[src/rtl/led_ser_pkg.sv]
`timescale 1ns/1ps
package led_ser_pkg;

    typedef enum logic [1:0] {
        ST_GAP  = 2'd0,
        ST_LOW  = 2'd1,
        ST_HIGH = 2'd2
    } ser_state_e;

    localparam int FIELDS_PER_PORT = 3;
    localparam int FLD_LINK   = 0;
    localparam int FLD_SPEED  = 1;
    localparam int FLD_DUPCOL = 2;

    function automatic int max3(input int a, input int b, input int c);
        int m;
        m = a;
        if (b > m) m = b;
        if (c > m) m = c;
        return m;
    endfunction

endpackage

[src/rtl/led_phase_timer.sv]
`timescale 1ns/1ps
module led_phase_timer
    import led_ser_pkg::*;
#(
    parameter int HIGH_CYC = 1,
    parameter int LOW_CYC  = 15,
    parameter int GAP_CYC  = 1000000
) (
    input  logic       clk,
    input  logic       rst_n,
    input  ser_state_e state,
    output logic       done
);
    localparam int MAX_CYC = max3(HIGH_CYC, LOW_CYC, GAP_CYC);
    localparam int CNT_W   = $clog2(MAX_CYC + 1);

    logic [CNT_W-1:0] cnt;
    logic [CNT_W-1:0] last_val;

    always_comb begin
        unique case (state)
            ST_GAP:  last_val = CNT_W'(GAP_CYC - 1);
            ST_LOW:  last_val = CNT_W'(LOW_CYC - 1);
            ST_HIGH: last_val = CNT_W'(HIGH_CYC - 1);
            default: last_val = '0;
        endcase
    end

    assign done = (cnt == last_val);

    // The phase changes exactly when done is seen, so the counter restarts then.
    always_ff @(posedge clk or negedge rst_n) begin
        if (!rst_n)    cnt <= '0;
        else if (done) cnt <= '0;
        else           cnt <= cnt + 1'b1;
    end

    // a new phase always starts its count from zero
    p_restart_after_done_r3: assert property (@(posedge clk) disable iff (!rst_n)
        $past(done) |-> (cnt == '0));

    // count never runs beyond the active phase length
    p_count_in_phase_r3: assert property (@(posedge clk) disable iff (!rst_n)
        cnt <= last_val);

endmodule

[src/rtl/led_bit_index.sv]
`timescale 1ns/1ps
module led_bit_index #(
    parameter int NUM_BITS = 24
) (
    input  logic                        clk,
    input  logic                        rst_n,
    input  logic                        clear,
    input  logic                        step,
    output logic [$clog2(NUM_BITS)-1:0] idx,
    output logic                        last
);
    localparam int IDX_W = $clog2(NUM_BITS);

    assign last = (idx == IDX_W'(NUM_BITS - 1));

    always_ff @(posedge clk or negedge rst_n) begin
        if (!rst_n)             idx <= '0;
        else if (clear)         idx <= '0;
        else if (step && last)  idx <= '0;
        else if (step)          idx <= idx + 1'b1;
    end

    // bits are walked in ascending order, one per clock pulse
    p_idx_ascends_r6: assert property (@(posedge clk) disable iff (!rst_n)
        ($past(step) && !$past(last) && !$past(clear)) |-> (idx == $past(idx) + 1'b1));

    // index holds between pulses
    p_idx_holds_r6: assert property (@(posedge clk) disable iff (!rst_n)
        (!$past(step) && !$past(clear)) |-> $stable(idx));

endmodule

[src/rtl/led_frame_capture.sv]
`timescale 1ns/1ps
module led_frame_capture
    import led_ser_pkg::*;
#(
    parameter int NUM_PORTS = 8
) (
    input  logic                                          clk,
    input  logic                                          rst_n,
    input  logic                                          capture,
    input  logic [NUM_PORTS-1:0]                          link_act,
    input  logic [NUM_PORTS-1:0]                          speed_100,
    input  logic [NUM_PORTS-1:0]                          full_duplex,
    input  logic [NUM_PORTS-1:0]                          collision,
    input  logic [$clog2(NUM_PORTS*FIELDS_PER_PORT)-1:0]  sel,
    output logic                                          bit_out
);
    localparam int NUM_BITS = NUM_PORTS * FIELDS_PER_PORT;

    logic [NUM_BITS-1:0] frame_now;
    logic [NUM_BITS-1:0] shadow;

    // Active-low lamp encoding, port 0 in the lowest positions.
    for (genvar p = 0; p < NUM_PORTS; p++) begin : g_port
        logic dupcol_lit;
        assign dupcol_lit = full_duplex[p] | collision[p];
        assign frame_now[p*FIELDS_PER_PORT + FLD_LINK]   = ~link_act[p];
        assign frame_now[p*FIELDS_PER_PORT + FLD_SPEED]  = ~speed_100[p];
        assign frame_now[p*FIELDS_PER_PORT + FLD_DUPCOL] = ~dupcol_lit;
    end

    always_ff @(posedge clk or negedge rst_n) begin
        if (!rst_n)       shadow <= '0;
        else if (capture) shadow <= frame_now;
    end

    assign bit_out = shadow[sel];

    // shadow is frozen outside the capture cycle
    p_shadow_frozen_r10: assert property (@(posedge clk) disable iff (!rst_n)
        !$past(capture) |-> $stable(shadow));

    // capture takes the live status of that cycle
    p_shadow_loaded_r10: assert property (@(posedge clk) disable iff (!rst_n)
        $past(capture) |-> (shadow == $past(frame_now)));

endmodule

[src/rtl/led_status_serializer.sv]
`timescale 1ns/1ps
module led_status_serializer
    import led_ser_pkg::*;
#(
    parameter int NUM_PORTS = 8,
    parameter int HIGH_CYC  = 1,
    parameter int LOW_CYC   = 15,
    parameter int GAP_CYC   = 1000000
) (
    input  logic                 clk,
    input  logic                 rst_n,
    input  logic [NUM_PORTS-1:0] port_link_act,
    input  logic [NUM_PORTS-1:0] port_speed_100,
    input  logic [NUM_PORTS-1:0] port_full_duplex,
    input  logic [NUM_PORTS-1:0] port_collision,
    output logic                 led_clk,
    output logic                 led_data
);
    localparam int NUM_BITS = NUM_PORTS * FIELDS_PER_PORT;
    localparam int IDX_W    = $clog2(NUM_BITS);

    ser_state_e       state;
    ser_state_e       state_nx;
    logic             tmr_done;
    logic             capture;
    logic             bit_step;
    logic             bit_last;
    logic [IDX_W-1:0] bit_idx;
    logic             frame_bit;

    led_phase_timer #(
        .HIGH_CYC (HIGH_CYC),
        .LOW_CYC  (LOW_CYC),
        .GAP_CYC  (GAP_CYC)
    ) u_timer (
        .clk   (clk),
        .rst_n (rst_n),
        .state (state),
        .done  (tmr_done)
    );

    led_bit_index #(
        .NUM_BITS (NUM_BITS)
    ) u_index (
        .clk   (clk),
        .rst_n (rst_n),
        .clear (capture),
        .step  (bit_step),
        .idx   (bit_idx),
        .last  (bit_last)
    );

    led_frame_capture #(
        .NUM_PORTS (NUM_PORTS)
    ) u_frame (
        .clk         (clk),
        .rst_n       (rst_n),
        .capture     (capture),
        .link_act    (port_link_act),
        .speed_100   (port_speed_100),
        .full_duplex (port_full_duplex),
        .collision   (port_collision),
        .sel         (bit_idx),
        .bit_out     (frame_bit)
    );

    assign capture  = (state == ST_GAP)  && tmr_done;
    assign bit_step = (state == ST_HIGH) && tmr_done;

    always_comb begin
        state_nx = state;
        unique case (state)
            ST_GAP:  if (tmr_done) state_nx = ST_LOW;
            ST_LOW:  if (tmr_done) state_nx = ST_HIGH;
            ST_HIGH: if (tmr_done) state_nx = bit_last ? ST_GAP : ST_LOW;
            default: state_nx = ST_GAP;
        endcase
    end

    always_ff @(posedge clk or negedge rst_n) begin
        if (!rst_n) state <= ST_GAP;
        else        state <= state_nx;
    end

    always_comb begin
        unique case (state)
            ST_GAP:  begin led_clk = 1'b0; led_data = 1'b0;      end
            ST_LOW:  begin led_clk = 1'b0; led_data = frame_bit; end
            ST_HIGH: begin led_clk = 1'b1; led_data = frame_bit; end
            default: begin led_clk = 1'b0; led_data = 1'b0;      end
        endcase
    end

    // clock rises only at the end of a full low phase
    p_rise_after_low_r3: assert property (@(posedge clk) disable iff (!rst_n)
        $rose(led_clk) |-> ($past(state) == ST_LOW && $past(tmr_done)));

    // data moves only while the clock is low
    p_data_moves_low_r9: assert property (@(posedge clk) disable iff (!rst_n)
        !$stable(led_data) |-> !led_clk);

    // the gap is entered only after the last bit's pulse
    p_gap_after_last_r4: assert property (@(posedge clk) disable iff (!rst_n)
        (state == ST_GAP && $past(state) == ST_HIGH) |-> $past(bit_last));

    // a burst starts only from an expired gap
    p_burst_from_gap_r5: assert property (@(posedge clk) disable iff (!rst_n)
        (state == ST_LOW && $past(state) == ST_GAP) |-> $past(tmr_done));

endmodule

[config.mk]
export PLATFORM = sky130hd
export DESIGN_NAME = led_status_serializer
export DESIGN_NICKNAME = d
export VERILOG_FILES = /design/src/rtl/led_ser_pkg.sv /design/src/rtl/led_phase_timer.sv /design/src/rtl/led_bit_index.sv /design/src/rtl/led_frame_capture.sv /design/src/rtl/led_status_serializer.sv
export SDC_FILE = /design/constraint.sdc
export NUM_CORES = 1
export LEC_CHECK = 0
export ABC_CLOCK_PERIOD_IN_PS = 2450
export BUFFER_PORTS_ARGS = -buffer_cell sky130_fd_sc_hd__buf_2
export CORE_ASPECT_RATIO = 1.75
export CORE_MARGIN = 1
export CORE_UTILIZATION = 40
export DETAILED_ROUTE_END_ITERATION = 8
export GPL_TIMING_DRIVEN = 0
export SLEW_MARGIN = 20
export SYNTH_ARGS = -nofsm -noshare
export SYNTH_HDL_FRONTEND = slang
export SYNTH_SLANG_ARGS = --single-unit
[constraint.sdc]
create_clock -name clk -period 2.45 [get_ports clk]
set_clock_uncertainty 0.2 [all_clocks]
set_input_delay 0.49 -clock clk [delete_from_list [all_inputs] [get_ports clk]]
set_output_delay 0.49 -clock clk [all_outputs]
set_load 0.1 [all_outputs]
---- After elaboration in Yosys (flattened, before gate mapping) ----
Cells that the tools add are included.
word-level totals
  input port bits ......................... 34
  output and inout bits ................... 2
  logic and storage cells ................. 67
  bits in registers ....................... 51
operators by class
  multiplexer cells ....................... 14
  $lt $le $gt $ge ......................... 1
  reduce and logical (&&, ||, !) cells .... 7
  add/subtract/negate cells ............... 2
  equal/unequal tests ..................... 7
  bitwise logic cells ..................... 32
operators by type and width
  operator               number
  $pmux 20 s2            1
  $not 1->1              24
  $add 20x1->20 const B  1
  $eq 20x20->1           1
  $mux 20                1
  $mux 5                 3
  $or 1x1->1             8
  $lt 5x6->1 const B     1
  $mux 2                 3
  $ne 2x2->1 const B     3
  $pmux 2 s3             1
  $add 5x1->5 const B    1
  $bmux 1 s5             1
  $eq 5x5->1 const B     1
  $mux 1                 4
  $logic_and 1x1->1      3
  $reduce_and 3->1       1
  $reduce_bool 3->1      1
  $eq 2x1->1 const B     1
  $eq 2x2->1 const B     1
  $logic_not 2->1        1
  $reduce_or 2->1        1

---- Logic depth before layout (Yosys ltp) ----
  depth in word-level cells ............... 7
  depth in mapped cells ................... 7
  depth with buffers taken out ............ 6

---- Modules after synthesis ----
Synthesis repeated with hierarchy kept, for this count alone.
unflattened totals
  cells, all modules ...................... 239
  area, all modules ....................... 2,637.5 um^2
modules (own cells, without submodules)
  module                 sequential area each (um^2)  instances  cells each  area an instance (um^2)
  led_frame_capture      600.6                        1          96          1,154.9
  led_phase_timer        500.5                        1          99          1,004.7
  led_bit_index          125.1                        1          24          274.0
  led_status_serializer  50.0                         1          20          203.9

---- Worst setup path before layout ----
Ideal clock, no wire load.
  path kind ............................... flip-flop to output port
  start point ............................. register state[0]
  end point ............................... output port led_data
  stages on the path, launching flop included .. 7
  arrival time ............................ 2.309 ns
  required time ........................... 1.760 ns
  path buffers ............................ 0
  setup slack ............................. -0.549 ns
  path through ............................ dfrtp_1 inv_1 ha_1 or3b_2 a221oi_1 a22oi_1 nand3_1
on the way
  word-level cells in the longest chain between the ends .. 3
  elaborated cells on any way between the ends .. 4
  classes of those cells .................. eq/ne (2); mux (1); reduce/logical (1)
RTL lines
  item                                      RTL line                     RTL
  from (decl)                               led_status_serializer.sv:22  ser_state_e state;
  from (signal assigned)                    led_status_serializer.sv:82  else state <= state_nx;
  $eq 2x2->1 or $eq 2x1->1 (tied branches)  led_status_serializer.sv:86  unique case (state)
  $reduce_or 2->1 (no source line) *        -
  $mux 1 *                                  led_status_serializer.sv:86
  to (decl)                                 led_status_serializer.sv:17  output logic led_data
Every way passes the cells marked *; elsewhere a longest branch is shown, timed or not.

---- Worst setup path after layout ----
Same ends and word-level chain as after synthesis.

==> metrics.cfg <==
[sta]
tightest_slew_ps=648.2
setup_viol=1
timing.fmax_mhz=367.2
maxSlewViolCount=0
fin_crit_ps=2724
relSlewSlack=0.5679
worst_slack_ps=-273.5
hold_ws_ps=8.278
rsz0062_at_grt=yes
timing_hold_violations_final=0
period_share=1.112
finalSetupTns_ps=-273.5

[critical_path]
start_kind=flip-flop
r2r_start=state[0]$_DFFE_PN0P_
slowest_delay_ps=390
cp_cell_sequence=inv_2 > ha_4 > or3b_4 > a221oi_4 > a22oi_2 > nand3_4 > buf_12
cp-end-kind=primary output
path_class=reg2out
required_ps=1760
startpoint=state[0]$_DFFE_PN0P_
cpMaxStageDelayCell=or3b_4
crit_fanout=3
cp.arrival_ps=2030

[place]
gp_congestion=0.7990
portBuffers=35
placed_area_um2=3098
place_inst=366
dp_hpwl_um=4068

[global_routing]
grt_util_all_layers=0.1747
grt_pass1_vias=2151
met2_usage=0.3313
grt_max_degree=52
busiest_layer=met2
grt-ovfl-total=0
use_met3=0.03455
grt_pass1_wl_um=9791
antenna_found_initial=0
use_met1=0.1834

[die]
dieArea_um2=7282
pin_count=36
rows=39
die_height_um=112.1
core_area_um2=6588
initial_core_util=0.4209
die_w_um=64.94

[synthesis]
ys_ff_latch=51
synth.distinct_cells=48
async_flop_share=1.000
synth_most_common_cell=dfrtp_1
synthesis.nets=290
synth_area_leaders=dfrtp_1 (46%), mux2i_1 (7.6%), inv_1 (3.2%), mux4_2 (3.2%), ha_1 (3.2%)
synthCells=249
syn_area_per_cell_um2=11.14
synthesis.area_um2=2773
synth_ff_type=dfrtp_1
yosys_warnings=0
synth-seq-area-share=0.4603
synth_top_area_share=0.4603
synth_common_cells=dfrtp_1 (51), inv_1 (24), mux2i_1 (21)
yosys.area.top_type=dfrtp_1
synth-edff-count=0

[clock_network]
cts_tree=done
root_buffer=clkbuf_16
clk_path_buf_depth=2
h-tree-depth=2
ctsHoldBuffers=0
cts_buffers=5
clk_pin_slew_ps=60
clkLatencyLatePin_ps=290
clock-sinks=51

[cells_and_area]
design_area_um2=3416
layout-drive-gt1-share=0.2947
n_antenna_cell=0
fillers=606
area_delta_synth_final_pct=23.20
fin_nets=342
finalNonFillerCells=384

[drt]
drtIter0Drc=85
drc=0
vias=2055
drt-wirelength-per-cell_um=14.66
vias_per_cell=5.352
drtPass1Iterations=4
wl_um=5631
drtAntennaViolNets=0

[power]
irDropWorstVdd_uv=284.8
power.density_nw_per_um2=492.3
p_leak_nw=1.665

[run]
drv_cap=0

[run_status]
status=finished, violations left
violations=negative setup slack

[min_path]
hold_class=in2async

==> worst paths after layout <==
path                                                  end  slack [ps]  depth (start not counted)
max in group asynchronous            state[1]$_DFFE_PN0P_        1580                          1
setup reg to reg           u_frame.shadow[11]$_DFFE_PN0P_         130                          8
setup / recovery                                 led_data        -270                          7
hold reg to reg                  u_timer.cnt[7]$_DFF_PN0_         290                          1
min in group clk           u_frame.shadow[13]$_DFFE_PN0P_         160                          2
hold / removal                   u_timer.cnt[3]$_DFF_PN0_           8                          1
==> layout make-up <==
cell class                 instances  area (um^2)  area share
tap                               82        102.6     0.03004
sequential                        51         1276      0.3736
multi-input combinational        165         1451      0.4249
timing repair buffer              46        275.3     0.08059
inverter                          24        90.09     0.02637
clock buffer                       8        156.4     0.04579
buffer                             8        63.81     0.01868
==> per-layer routing <==
metal | vias up | routed length, um
met1 | 996 | 2101
met2 | 47 | 3214
met3 | 9 | 206
met4 | 0 | 109
li1 | 1003 | -
met5 | - | 0
==> state kept, by name (all words and copies together) (netlist names) <==
| name | cells |
|---|---|
| state | 2 |
| u_index.idx | 5 |
| u_timer.cnt | 20 |
| u_frame.shadow | 24 |
==> worst max-delay path, delay by kind of cell (launching register included) <==
kind	cells	cell delay (ps)
AO/OA/AOI/OAI	2	380
flip-flops	1	370
AND/OR/NAND/NOR	2	480
adder cells (fa/ha/maj)	1	270
buffers and inverters	2	230
==> power by group <==
part	switching, mW	total, mW	internal, mW
registers	0.0104	0.872	0.862
clock network	0.299	0.735	0.435
logic	0.0348	0.0747	0.0399
==> stage by stage <==
step                utilization  power [mW]  setup slack, ps
floorplan                     -      0.9154            22.24
global placement         0.4699      0.9629           -315.6
detailed placement       0.4703      0.9659           -332.6
CTS                      0.5117       1.707           -292.6
global route             0.5185       1.744           -353.0
finish                   0.5185       1.682           -273.5
==> timing repair <==
item,CTS,global route
pin swaps,4,3
setup endpoints to repair,20,39
buffers inserted,9,2
gates cloned,0,0
gates resized for setup,12,8
==> cells in the final DEF, fill, tap and decap left out, types with 5 or more instances in the layout <==
cell,count
and4_1,7
buf_2,34
buf_4,12
clkbuf_16,5
dfrtp_1,51
ha_1,5
inv_1,22
mux2_2,5
mux2i_1,21
nand2_1,8
nand3_1,6
nand3b_1,5
nand4_1,7
nor2_1,18
nor4_1,5
xnor2_1,7
xor2_1,7
==> cell families after synthesis <==
kind of cell | after synthesis | synth area share
simple gates | 79 | 0.1670
flops | 51 | 0.4603
mux | 34 | 0.1503
buf+inv | 33 | 0.04874
compound gates | 31 | 0.09793
xor+xnor | 14 | 0.04422
fa+ha+maj | 7 | 0.03159
No activity file was read; power rests on OpenSTA's default activity.
